<file path="config.mk">
export PLATFORM = sky130hd
export DESIGN_NAME = handGameJudge
export DESIGN_NICKNAME = d
export VERILOG_FILES = /design/src/rtl/handGamePkg.sv /design/src/rtl/moveDecode.sv /design/src/rtl/outcomeDatapath.sv /design/src/rtl/handGameJudge.sv
export SDC_FILE = /design/constraint.sdc
export NUM_CORES = 1
export LEC_CHECK = 0
export ABC_AREA = 1
export CORE_AREA = 8 8 45 47
export DETAILED_ROUTE_END_ITERATION = 8
export DIE_AREA = 0 0 53 55
export PLACE_DENSITY = 0.41
export SYNTH_ARGS = -nofsm -noshare
export SYNTH_HDL_FRONTEND = slang
export SYNTH_HIERARCHICAL = 1
export SYNTH_SLANG_ARGS = --single-unit
</file>
<file path="constraint.sdc">
create_clock -name vclk -period 2.5
set_clock_uncertainty 0.05 [all_clocks]
set_input_delay 0.75 -clock vclk [all_inputs]
set_output_delay 0.75 -clock vclk [all_outputs]
set_load 0.02 [all_outputs]
</file>
<file path="src/rtl/handGamePkg.sv">
package handGamePkg;

  localparam int MOVE_W    = 3;
  localparam int NUM_MOVES = 5;
  localparam int REACH     = (NUM_MOVES - 1) / 2;

  localparam logic [MOVE_W-1:0] CODE_ROCK     = 3'b000;
  localparam logic [MOVE_W-1:0] CODE_PAPER    = 3'b001;
  localparam logic [MOVE_W-1:0] CODE_SCISSORS = 3'b010;
  localparam logic [MOVE_W-1:0] CODE_LIZARD   = 3'b011;
  localparam logic [MOVE_W-1:0] CODE_SPOCK    = 3'b100;

  typedef logic [NUM_MOVES-1:0] ringHot_t;

  // Strobes handed from the decode stage to the outcome stage.
  typedef struct packed {
    logic     bothLegal;
    ringHot_t p1Ring;
    ringHot_t p2Ring;
  } judgeStrobes_t;

  // Ring order: each slot beats the REACH slots just below it (mod NUM_MOVES).
  // Rock=0, Spock=1, Paper=2, Lizard=3, Scissors=4.
  function automatic ringHot_t codeToRing(input logic [MOVE_W-1:0] code);
    case (code)
      CODE_ROCK:     return ringHot_t'(1) << 0;
      CODE_SPOCK:    return ringHot_t'(1) << 1;
      CODE_PAPER:    return ringHot_t'(1) << 2;
      CODE_LIZARD:   return ringHot_t'(1) << 3;
      CODE_SCISSORS: return ringHot_t'(1) << 4;
      default:       return '0;
    endcase
  endfunction

  // Rotate toward lower slots by k: result bit j = ring bit (j+k) mod N.
  function automatic ringHot_t rotDown(input ringHot_t ring, input int k);
    logic [2*NUM_MOVES-1:0] doubled;
    doubled = {ring, ring} >> k;
    return doubled[NUM_MOVES-1:0];
  endfunction

endpackage

</file>
<file path="src/rtl/moveDecode.sv">
module moveDecode
  import handGamePkg::*;
(
  input  logic [MOVE_W-1:0] p1Code,
  input  logic [MOVE_W-1:0] p2Code,
  output judgeStrobes_t     strobes
);

  ringHot_t p1Ring;
  ringHot_t p2Ring;

  assign p1Ring = codeToRing(p1Code);
  assign p2Ring = codeToRing(p2Code);

  assign strobes = '{bothLegal: (|p1Ring) & (|p2Ring),
                     p1Ring:    p1Ring,
                     p2Ring:    p2Ring};

endmodule

</file>
<file path="src/rtl/outcomeDatapath.sv">
module outcomeDatapath
  import handGamePkg::*;
(
  input  judgeStrobes_t strobes,
  output logic          p1Wins,
  output logic          p2Wins,
  output logic          tied
);

  ringHot_t p1PreyAcc [REACH+1];
  ringHot_t p2PreyAcc [REACH+1];

  assign p1PreyAcc[0] = '0;
  assign p2PreyAcc[0] = '0;

  for (genvar k = 1; k <= REACH; k++) begin : g_reach
    assign p1PreyAcc[k] = p1PreyAcc[k-1] | rotDown(strobes.p1Ring, k);
    assign p2PreyAcc[k] = p2PreyAcc[k-1] | rotDown(strobes.p2Ring, k);
  end

  assign p1Wins = strobes.bothLegal & (|(p1PreyAcc[REACH] & strobes.p2Ring));
  assign p2Wins = strobes.bothLegal & (|(p2PreyAcc[REACH] & strobes.p1Ring));
  assign tied   = strobes.bothLegal & (|(strobes.p1Ring & strobes.p2Ring));

endmodule

</file>
<file path="src/rtl/handGameJudge.sv">
module handGameJudge
  import handGamePkg::*;
(
  input  logic [2:0] player1Move,
  input  logic [2:0] player2Move,
  output logic       p1Wins,
  output logic       p2Wins,
  output logic       tied
);

  judgeStrobes_t strobes;

  moveDecode u_decode (
    .p1Code  (player1Move),
    .p2Code  (player2Move),
    .strobes (strobes)
  );

  outcomeDatapath u_outcome (
    .strobes (strobes),
    .p1Wins  (p1Wins),
    .p2Wins  (p2Wins),
    .tied    (tied)
  );

endmodule

</file>
==> results.yml <==
sta:
  fin_crit_ns: 2.45
  slew_headroom: 0.905
  max_freq_ghz: 0.408
  hold_violations: 0
  post-route-period-util: 0.980
  setup_viol: 0
  slew_violations: 0
  tightest_slew_ns: 0.142
setup_path:
  path_delay_family: "buffers and inverters"
  path_common_cell: "buf_4"
  crit_fanout: 4
  cp.required_ns: 1.70
  slowest_delay_ns: 0.15
  critPathBufInv: 4
  cp.arrival_ns: 1.65
  crit_path_start_kind: "input port"
  worstSetupPathType: "in2out"
  crit_path_cell_trace: "buf_4 -> inv_2 -> nor3_2 -> buf_4 -> o21ai_1 -> nand3_1 -> nor2_1 -> nor2_1 -> buf_4"
  cp_slowest_cell: "buf_4"
  cp-end-kind: "output pin"
place:
  dp_hpwl_um: 603
  placed_area_um2: 393
  port_buffers: 9
  placed_cells: 85
  routabilityCongestion: 0.760
final_layout:
  area_growth_pct: 119
  layout.area.seq_um2: 0
  fin_area_um2: 472
  finalNetCount: 78
  fin_cells: 86
  multiInputGateArea_um2: 264
  seq_cells: 0
  n_fill_cell: 167
  clock_buffers: 0
  drive_above_1_share: 0.571
  antenna_cells: 0
global_route:
  grt_pass1_wl_um: 1300
  grt_pass1_vias: 349
  grt_max_degree: 6
  antenna_found_initial: 0
  grtUsageTotal: 0.0523
  grt-ovfl-total: 0
power:
  swShare: 0.543
  combPwrFrac: 1.000
  vdd_ir_drop_max_mv: 0.0561
  cellLeakagePower_nw: 0.222
  p_clk_frac: 0
  powerDensity_nw_per_um2: 137
  p_int_mw: 0.0295
  p_seq_frac: 0
  p_sw_mw: 0.0351
  design_power_total_mw: 0.0646
synth:
  ys_seq_area_frac: 0
  synth_cell_types: 7
  synthCells: 51
  synth.most_common_cell: "nor2_1"
  synth_top_area_share: 0.262
  syn_area_um2: 215
  synth_area_per_cell_um2: 4.22
  yosysWarnings: 6
  synth.top_cells.by_count: "nor2_1 (15), o21ai_0 (10), inv_1 (8), nand2_1 (8), nor3_1 (6)"
  synth_fp_nets: 57
  synthTopCellsByArea: "nor2_1 (26%), o21ai_0 (23%), nor3_1 (14%), inv_1 (14%), nand2_1 (14%)"
  synth_top_cell_by_area: "nor2_1"
detailed_routing:
  ant_nets: 0
  wl_um: 866
  drtIter0Drc: 4
  wl_per_cell_um: 10.1
  dr.pass1.iters: 5
  drc: 0
  num_vias: 379
  vias_per_cell: 4.41
hold_path:
  min_from: "player1Move[2]"
  hp-class: "in2out"
  holdPathStages: 7
  hold_end: "tied"
floorplanning:
  core_area_um2: 1380
  initial_core_util: 0.156
  die_area_um2: 2920
  io_pins: 9
  rows: 14
  die_w_um: 53
  die_y_um: 55
run:
  max-cap-violations: 0
outcome:
  outcome: "completed"
cts:
  cts_hold_buf: 0
-- worst max path at each step --
stage                   to  cells past startpoint  slack [ns]      startpoint
global placement    p2Wins                      9       -0.85  player1Move[1]
CTS                 p1Wins                      8        0.05  player1Move[2]
detailed placement  p1Wins                      9       -0.84  player1Move[1]
floorplan           p2Wins                      6        0.12  player2Move[0]
global route          tied                      9       -0.01  player1Move[1]
finish              p1Wins                      9        0.05  player1Move[1]
-- power groups by stage --
| stage | logic (mW) | registers, mW | clock network, mW |
|---|---|---|---|
| floorplan | 0.0203 | 0 | 0 |
| global placement | 0.0489 | 0 | 0 |
| detailed placement | 0.0485 | 0 | 0 |
| CTS | 0.0569 | 0 | 0 |
| global route | 0.0703 | 0 | 0 |
| finish | 0.0646 | 0 | 0 |
-- cell families (layout without fill, tap and decap cells) --
group / Yosys count / in the layout / share of synthesized area
AND/OR/NAND/NOR: 32 / 32 / 0.610
AO/OA/AOI/OAI: 10 / 10 / 0.233
buffers and inverters: 9 / 28 / 0.157
-- stage by stage --
step	hold slack (ns)	util	worst slack [ns]	TNS [ns]
final	2.07	0.341	0.0490	0
after global placement	2.86	0.284	-0.852	-2.47
after detailed placement	2.86	0.284	-0.840	-2.49
after global routing	2.11	0.341	-0.0112	-0.0136
after floorplan	1.76	-	0.125	0
after CTS	2.06	0.312	0.0498	0
-- timing repair --
item                       in CTS  in global routing
pin swaps                       9                  9
buffers inserted                1                  0
resized for setup              74                 12
cloned                          0                  0
setup endpoints to repair       3                  3
-- layer usage --
| metal | GRT usage | up-vias | part of all wire |
|---|---|---|---|
| met3 | 0.00802 | 0 | 0.042 |
| met4 | 0 | 0 | 0 |
| met1 | 0.0603 | 168 | 0.40 |
| li1 | - | 205 | - |
| met5 | 0 | - | 0 |
| met2 | 0.104 | 6 | 0.56 |
-- cell type report --
class	instances	share of cell area
well taps	16	0.0424
repair buffers	19	0.326
multi-input cells	42	0.560
inverters	9	0.0716
-- cell usage in the layout, fill, tap and decap left out --
cell      Yosys  final
buf_4         0     14
buf_6         0      3
clkbuf_4      0      2
inv_1         8      2
inv_2         1      7
nand2_1       8      8
nand3_1       3      3
nor2_1       15      9
nor2_4        0      6
nor3_2        0      6
o21ai_1       0      8
o21ai_2       0      2
Note: power is estimated with default switching activity, not from simulation.
